`src/rtl/hw_split_pkg.sv`:
```
package hw_split_pkg;
  localparam int unsigned WORD_W = 32;
  localparam int unsigned HALF_W = WORD_W / 2;

  typedef enum logic {
    MODE_WIDE   = 1'b0,
    MODE_NARROW = 1'b1
  } mode_e;
endpackage

```
`src/rtl/hw_split_mode.sv`:
```
module hw_split_mode
  import hw_split_pkg::*;
(
  input  logic  clk_i,
  input  logic  rst_ni,
  input  logic  adv_i,
  input  logic  to_narrow_i,
  input  logic  to_wide_i,
  output mode_e mode_o
);
  mode_e mode_q;

  always_ff @(posedge clk_i or negedge rst_ni) begin
    if (!rst_ni)                      mode_q <= MODE_WIDE;
    else if (adv_i && to_narrow_i)    mode_q <= MODE_NARROW;
    else if (adv_i && to_wide_i)      mode_q <= MODE_WIDE;
  end

  assign mode_o = mode_q;


  mode_hold_chk: assert property (@(posedge clk_i) disable iff (!rst_ni)
    !adv_i |=> $stable(mode_q));
endmodule

```
`src/rtl/hw_split_latch.sv`:
```
module hw_split_latch
  import hw_split_pkg::*;
(
  input  logic              clk_i,
  input  logic              rst_ni,
  input  logic              flush_i,
  input  logic              flush_odd_i,
  input  logic              adv_i,
  input  logic              take_i,
  input  logic              load_i,
  input  logic [HALF_W-1:0] hw_i,
  input  logic              word_take_i,
  output logic              hold_vld_o,
  output logic [HALF_W-1:0] hold_hw_o,
  output logic              skip_low_o
);
  logic              vld_q;
  logic [HALF_W-1:0] hw_q;
  logic              skip_q;

  always_ff @(posedge clk_i or negedge rst_ni) begin
    if (!rst_ni) begin
      vld_q  <= 1'b0;
      hw_q   <= '0;
      skip_q <= 1'b0;
    end else if (flush_i) begin
      vld_q  <= 1'b0;
      skip_q <= flush_odd_i;
    end else if (adv_i) begin
      if (take_i) begin
        vld_q <= 1'b0;
      end else if (load_i) begin
        vld_q <= 1'b1;
        hw_q  <= hw_i;
      end
      if (word_take_i) skip_q <= 1'b0;
    end
  end

  assign hold_vld_o = vld_q;
  assign hold_hw_o  = hw_q;
  assign skip_low_o = skip_q;


  flush_clear_chk: assert property (@(posedge clk_i) disable iff (!rst_ni)
    flush_i |=> !vld_q);

  stall_keep_chk: assert property (@(posedge clk_i) disable iff (!rst_ni)
    (!adv_i && !flush_i) |=> ($stable(vld_q) && $stable(hw_q)));
endmodule

```
`src/rtl/hw_split_issue.sv`:
```
module hw_split_issue
  import hw_split_pkg::*;
#(
  parameter logic [WORD_W-1:0] WIDE_SWITCH   = 32'hFC00_0001,
  parameter logic [HALF_W-1:0] NARROW_SWITCH = 16'hE8E0
) (
  input  logic              adv_i,
  input  mode_e             mode_i,
  input  logic              hold_vld_i,
  input  logic [HALF_W-1:0] hold_hw_i,
  input  logic              skip_low_i,
  input  logic              fetch_valid_i,
  input  logic [WORD_W-1:0] fetch_data_i,
  output logic              issue_valid_o,
  output logic              issue_narrow_o,
  output logic [WORD_W-1:0] issue_instr_o,
  output logic              take_o,
  output logic              load_o,
  output logic              word_take_o,
  output logic              to_narrow_o,
  output logic              to_wide_o
);
  logic [HALF_W-1:0] lo_hw, hi_hw;
  assign lo_hw = fetch_data_i[HALF_W-1:0];
  assign hi_hw = fetch_data_i[WORD_W-1:HALF_W];

  always_comb begin
    issue_valid_o  = 1'b0;
    issue_narrow_o = 1'b0;
    issue_instr_o  = '0;
    take_o         = 1'b0;
    load_o         = 1'b0;
    word_take_o    = 1'b0;
    to_narrow_o    = 1'b0;
    to_wide_o      = 1'b0;
    if (adv_i) begin
      if (hold_vld_i) begin
        issue_valid_o  = 1'b1;
        issue_narrow_o = 1'b1;
        issue_instr_o  = {{HALF_W{1'b0}}, hold_hw_i};
        take_o         = 1'b1;
        to_wide_o      = (hold_hw_i == NARROW_SWITCH);
      end else if (fetch_valid_i) begin
        word_take_o   = 1'b1;
        issue_valid_o = 1'b1;
        if (mode_i == MODE_WIDE) begin
          issue_instr_o = fetch_data_i;
          to_narrow_o   = (fetch_data_i == WIDE_SWITCH);
        end else begin
          issue_narrow_o = 1'b1;
          if (skip_low_i) begin
            issue_instr_o = {{HALF_W{1'b0}}, hi_hw};
            to_wide_o     = (hi_hw == NARROW_SWITCH);
          end else begin
            issue_instr_o = {{HALF_W{1'b0}}, lo_hw};
            // switch in low half: upper is padding, drop it
            if (lo_hw == NARROW_SWITCH) to_wide_o = 1'b1;
            else                        load_o    = 1'b1;
          end
        end
      end
    end
  end
endmodule

```
`src/rtl/hw_split_top.sv`:
```
module hw_split_top
  import hw_split_pkg::*;
#(
  parameter logic [WORD_W-1:0] WIDE_SWITCH   = 32'hFC00_0001,
  parameter logic [HALF_W-1:0] NARROW_SWITCH = 16'hE8E0
) (
  input  logic              clk_i,
  input  logic              rst_ni,
  input  logic              fetch_valid_i,
  input  logic [WORD_W-1:0] fetch_data_i,
  output logic              fetch_rdy_o,
  input  logic              stall_i,
  input  logic              flush_i,
  input  logic              flush_odd_i,
  output logic              issue_valid_o,
  output logic              issue_narrow_o,
  output logic [WORD_W-1:0] issue_instr_o,
  output logic              narrow_mode_o
);
  mode_e             mode;
  logic              adv, hold_vld, skip_low;
  logic [HALF_W-1:0] hold_hw;
  logic              take, load, word_take, to_narrow, to_wide;

  assign adv         = !stall_i && !flush_i;
  assign fetch_rdy_o = adv && !hold_vld;

  hw_split_mode u_mode (
    .clk_i       (clk_i),
    .rst_ni      (rst_ni),
    .adv_i       (adv),
    .to_narrow_i (to_narrow),
    .to_wide_i   (to_wide),
    .mode_o      (mode)
  );

  hw_split_latch u_latch (
    .clk_i       (clk_i),
    .rst_ni      (rst_ni),
    .flush_i     (flush_i),
    .flush_odd_i (flush_odd_i),
    .adv_i       (adv),
    .take_i      (take),
    .load_i      (load),
    .hw_i        (fetch_data_i[WORD_W-1:HALF_W]),
    .word_take_i (word_take),
    .hold_vld_o  (hold_vld),
    .hold_hw_o   (hold_hw),
    .skip_low_o  (skip_low)
  );

  hw_split_issue #(
    .WIDE_SWITCH   (WIDE_SWITCH),
    .NARROW_SWITCH (NARROW_SWITCH)
  ) u_issue (
    .adv_i          (adv),
    .mode_i         (mode),
    .hold_vld_i     (hold_vld),
    .hold_hw_i      (hold_hw),
    .skip_low_i     (skip_low),
    .fetch_valid_i  (fetch_valid_i),
    .fetch_data_i   (fetch_data_i),
    .issue_valid_o  (issue_valid_o),
    .issue_narrow_o (issue_narrow_o),
    .issue_instr_o  (issue_instr_o),
    .take_o         (take),
    .load_o         (load),
    .word_take_o    (word_take),
    .to_narrow_o    (to_narrow),
    .to_wide_o      (to_wide)
  );

  assign narrow_mode_o = (mode == MODE_NARROW);


  held_blocks_fetch_chk: assert property (@(posedge clk_i) disable iff (!rst_ni)
    hold_vld |-> !fetch_rdy_o);

  held_only_narrow_chk: assert property (@(posedge clk_i) disable iff (!rst_ni)
    hold_vld |-> narrow_mode_o);

  wide_issue_mode_chk: assert property (@(posedge clk_i) disable iff (!rst_ni)
    (issue_valid_o && !issue_narrow_o) |-> !narrow_mode_o);

  enter_narrow_chk: assert property (@(posedge clk_i) disable iff (!rst_ni)
    $rose(narrow_mode_o) |-> $past(fetch_valid_i && fetch_rdy_o && fetch_data_i == WIDE_SWITCH));

  idle_no_issue_chk: assert property (@(posedge clk_i) disable iff (!rst_ni)
    (!hold_vld && !fetch_valid_i) |-> !issue_valid_o);
endmodule

```
`config.mk`:
```
export PLATFORM = sky130hd
export DESIGN_NAME = hw_split_top
export DESIGN_NICKNAME = d
export VERILOG_FILES = /design/src/rtl/hw_split_pkg.sv /design/src/rtl/hw_split_mode.sv /design/src/rtl/hw_split_latch.sv /design/src/rtl/hw_split_issue.sv /design/src/rtl/hw_split_top.sv
export SDC_FILE = /design/constraint.sdc
export NUM_CORES = 1
export LEC_CHECK = 0
export BUFFER_PORTS_ARGS = -buffer_cell sky130_fd_sc_hd__buf_4
export CAP_MARGIN = 20
export CORE_MARGIN = 1.5
export CORE_UTILIZATION = 46
export CTS_CLUSTER_SIZE = 8
export DETAILED_ROUTE_END_ITERATION = 8
export PLACE_DENSITY = 0.85
export SETUP_SLACK_MARGIN = 0.02
export SLEW_MARGIN = 5
export SYNTH_ARGS = -nofsm -noshare
export SYNTH_HDL_FRONTEND = slang
export SYNTH_HIERARCHICAL = 1
export SYNTH_SLANG_ARGS = --single-unit
```
`constraint.sdc`:
```
create_clock -name clk_i -period 3.6 [get_ports clk_i]
set_clock_uncertainty 0.05 [all_clocks]
set_input_delay 1.08 -clock clk_i [delete_from_list [all_inputs] [get_ports clk_i]]
set_output_delay 1.08 -clock clk_i [all_outputs]
set_load 0.05 [all_outputs]
```
# Word level (Yosys, flattened, before mapping)
# Cells that the tools add are included.
# totals
out_inout_bits,36
wordCells,65
reg_bits,19
inputBits,38
# op_classes
bitwise_logic,2
n_reduce_logical,14
n_eq_ne,4
n_mux,41
# op_table
cell,count
32-bit two-way mux,4
16-bit == test (second input constant),3
1-bit two-way mux,36
32-bit == test (second input constant),1
16-bit two-way mux,1
2-bit nonzero test,3
1-bit logical AND,4
2-bit AND reduction,2
4-bit AND reduction,1
1-bit logical NOT,3
3-bit nonzero test,1
1-bit inverter,2

# Longest topological paths before layout
# depth
word_depth,11
mapped_depth,8
mapped_depth_nobuf,7

# Cells and area by module
# The synthesis kept the hierarchy.
# modules_own_cells
module,seq_area_each_um2,area_per_inst_um2,n_inst,cells_each
hw_split_latch,450.4,743.2,1,42
hw_split_issue,0.0,737.0,1,108
hw_split_mode,25.0,37.5,1,3
hw_split_top,0.0,13.8,1,2

# Worst setup path before layout
# OpenSTA, ideal clock, no wires.
# synth_timing
path_type,in2out
from,in flush_i
to,out issue_instr_o[10]
slack_ns,-0.576
n_path_buf,1
arrival_ns,3.046
path_stages,4
required_time_ns,2.470
path_cell_list,nor2_1 -> nand3b_4 -> clkbuf_1 -> o21ai_0
# synth_via
elab_chain_len,3
# synth_rtl
element,line,source
"start, declared",hw_split_top.sv:13,"input logic flush_i,"
1-bit logical NOT,hw_split_top.sv:25,assign adv = !stall_i && !flush_i;
1-bit logical AND,hw_split_top.sv:25,
32-bit two-way mux,hw_split_issue.sv:36,if (adv_i) begin
"end, declared",hw_split_top.sv:17,"output logic [WORD_W-1:0] issue_instr_o,"
# Every way passes these cells.

# Worst setup path in the final report
# layout_timing
from,in flush_i
to,out issue_instr_o[25]
# layout_via
elab_chain_len,3
# layout_rtl
element,line,source
1-bit logical NOT,hw_split_top.sv:25,
1-bit logical AND,hw_split_top.sv:25,
via adv,hw_split_top.sv:21,"logic adv, hold_vld, skip_low;"
32-bit two-way mux,hw_split_issue.sv:36,
# The timed path passes the listed nets, and every way through them passes these cells.

==> flow_summary.toml <==
[yosys]
synth_seq_cells = 19
yosys.area.top_type = "dfrtp_1"
synth-main-ff-cell = "dfrtp_1"
synth_top_area_share_pct = 31.05
syn_avg_cell_area_sq_um = 9.880
netlist_instances = 155
yosysWarnings = 6
synth_area_leaders = "dfrtp_1, mux2i_1, mux2_4, and2_1, o21ai_0"
synth-edff-count = 0
synth_nets = 193
yosysUniqueCellTypes = 40
seq_area_frac_synth_pct = 31.05
async_reset_ff_share_pct = 100.0
synth.cell_area_sq_um = 1531

[routing]
vias_per_cell = 5.487
postRouteAntennaNets = 0
drt-total-wl_mm = 4.479
drt_iter0_markers = 72
vias = 1509
wl_per_cell_um = 16.29
drtPass1Iterations = 4
drc = 0

[placement]
portBuffers = 73
dpl_cell_area_sq_um = 2220
place.gp.congestion = 0.8447
detailed_place_hpwl_mm = 3.558

[floorplanning]
rows = 20
dieWidth_um = 60.70
initial_core_util_pct = 49.35
dieArea_sq_um = 3684
core_sq_um = 3103
die_h_um = 60.70
ios = 74

[sta]
worst_pin_slew_ps = 343.3
tns_ps = 0
drv_slew = 0
relSlewSlack_pct = 77.06
max_clock_freq_ghz = 0.2955
rsz0062_at_grt = "false"
hold_viol_final = 0
setup_viol_count_final = 0
finalCritPeriodShare_pct = 94.00
period_needed_ps = 3384

[global_route]
grt_pass1_vias = 1402
antenna_found_initial = 0
grt_usage_pct = 25.91
grt_max_degree = 20
overflow = 0
grt_pass1_wl_mm = 7.072

[clock_tree]
ctsLongestPathBuffers = 2
cts.hold.buffers_added = 0
cts.sinks = 19
cts.repair.resized = 0
clk_latency_ps = 310
cts_tree = "yes"
path_clk_slew_ps = 130
root_buffer = "clkbuf_4"
post_cts_buffers = 0
htree_num_levels = 1
numCtsBuffers = 3

[critical_path]
worst_setup_path_start_kind = "input pin"
path_class = "in -> out"
required_ps = 2470
cp_max_fo = 16
worstPathArrival_ps = 2250
endpoint_kind = "output pin"

[cells_and_area]
fin_nets = 270
layout-drive-gt1-share_pct = 51.95
synthToLayoutAreaGrowth_pct = 46.73
postLayoutCellArea_sq_um = 2247
diodes = 0

[power_and_ir_drop]
pwr-share-clk_pct = 23.9
leakagePower_nw = 1.186
ir_drop_v = 0.0001292
p_comb_share_pct = 30.8
internal_power_w = 0.0003145
sw_frac_of_total_pct = 34.01
seqPwrFrac_pct = 45.3
p_switching_w = 0.0001621
power_density_nw_per_um2 = 212.1

[run_status]
outcome = "finished, final reports clean"

[flow_run]
max_cap_violations = 0

[hold_path]
hold_path_class = "reg -> reg"
-- metal layers --
metal,up-vias,GRT usage [%],share of wire [%]
met5,-,0,0
met1,718,36.93,44
li1,716,-,-
met2,70,42.24,48
met3,5,2.772,6.9
met4,0,6.522,0.89
-- synth_stat cells, types with 2 or more instances --
cell type	count
mux2_2	6
nand2_1	19
mux2i_1	16
and4b_1	2
o21ai_0	17
nor4_2	3
nor2_1	5
mux2_4	10
nand4_1	4
buf_6	2
nor2b_1	3
a21oi_1	2
dfrtp_1	19
nor3_1	2
and4_1	3
nor4_1	2
and2_1	16
inv_1	2
-- cell type report --
| cell class | instances | area [sq um] |
|---|---|---|
| inverter | 2 | 7.507 |
| timing repair buffer | 79 | 593.1 |
| clock inverter | 1 | 5.005 |
| tap | 44 | 55.05 |
| multi-input combinational | 127 | 1089 |
| fill | 250 | 855.8 |
| sequential | 19 | 475.5 |
| clock buffer | 3 | 22.52 |
-- cells by family (layout without fill, tap and decap cells) --
kind of cell,Yosys count,in the layout,synth area share (%)
AOI/OAI and AO/OA,26,26,10.05
buffers and inverters,9,85,4.656
DFF,19,19,31.05
muxes,32,32,24.67
and+or+nand+nor,69,69,29.58
-- sequential cells by signal (all words and copies together) (netlist names) --
register and count:
u_latch/hold_hw_o 16, u_latch/skip_low_o 1, u_mode/mode_o 1, u_latch/hold_vld_o 1
-- critical path: stages --
cell and delay, ps:
buf_4 130, nor2_2 220, nand3b_4 130, nor2_4 300
and2_1 200, buf_4 200
-- cells in the final DEF (no fill, tap or decap), types with 2 or more instances in the layout --
cell type	Yosys	final
o21ai_1	1	7
inv_1	2	2
nor4_2	3	3
nor4_1	2	2
o21ai_0	17	2
nand4_1	4	4
mux2_4	10	10
and2_1	16	16
nand2_1	19	19
clkbuf_4	0	3
mux2_2	6	6
o21ai_4	0	9
dfrtp_1	19	19
nor2b_1	3	3
and4b_1	2	2
mux2i_1	16	16
a21oi_1	2	2
and4_1	3	3
nor2_1	5	4
nor3_1	2	2
buf_4	1	79
-- metrics by stage --
step / hold slack, ps / setup slack [ps] / std cells / utilization [%] / total power, W
2_1_floorplan: 445.4 / 135.9 / 155 / - / 0.0002918
3_3_place_gp: 463.3 / 301.1 / 271 / 71.53 / 0.0003658
3_5_place_dp: 471.1 / 230.6 / 271 / 71.53 / 0.0003670
4_1_cts: 501.3 / 227.6 / 275 / 72.42 / 0.0004765
5_1_grt: 521.4 / 126.9 / 275 / 72.42 / 0.0004966
6_report: 504.8 / 216.1 / 275 / 72.42 / 0.0004766
-- power by group through the flow --
stage	logic [W]	registers, W	clock network (W)
floorplan	0.0000720	0.000220	0
global placement	0.000146	0.000220	0
detailed placement	0.000147	0.000220	0
CTS	0.000147	0.000216	0.000113
global route	0.000155	0.000216	0.000125
finish	0.000147	0.000216	0.000114
-- worst paths after layout --
path | startpoint | end | slack [ps] | cells after the start
worst max-delay path | flush_i | issue_instr_o[25] | 220 | 6
worst min register to register | u_latch/hold_hw_o[4] | u_latch/hold_hw_o[4] | 500 | 1
max in group asynchronous | rst_ni | u_latch/hold_hw_o[0] | 2700 | 1
worst max register to register | u_latch/skip_low_o | u_latch/hold_hw_o[5] | 1660 | 5
min in group asynchronous | rst_ni | u_latch/hold_hw_o[13] | 570 | 1
worst min-delay path | u_latch/hold_hw_o[4] | u_latch/hold_hw_o[4] | 500 | 1
Note: power is estimated with default switching activity, not from simulation.
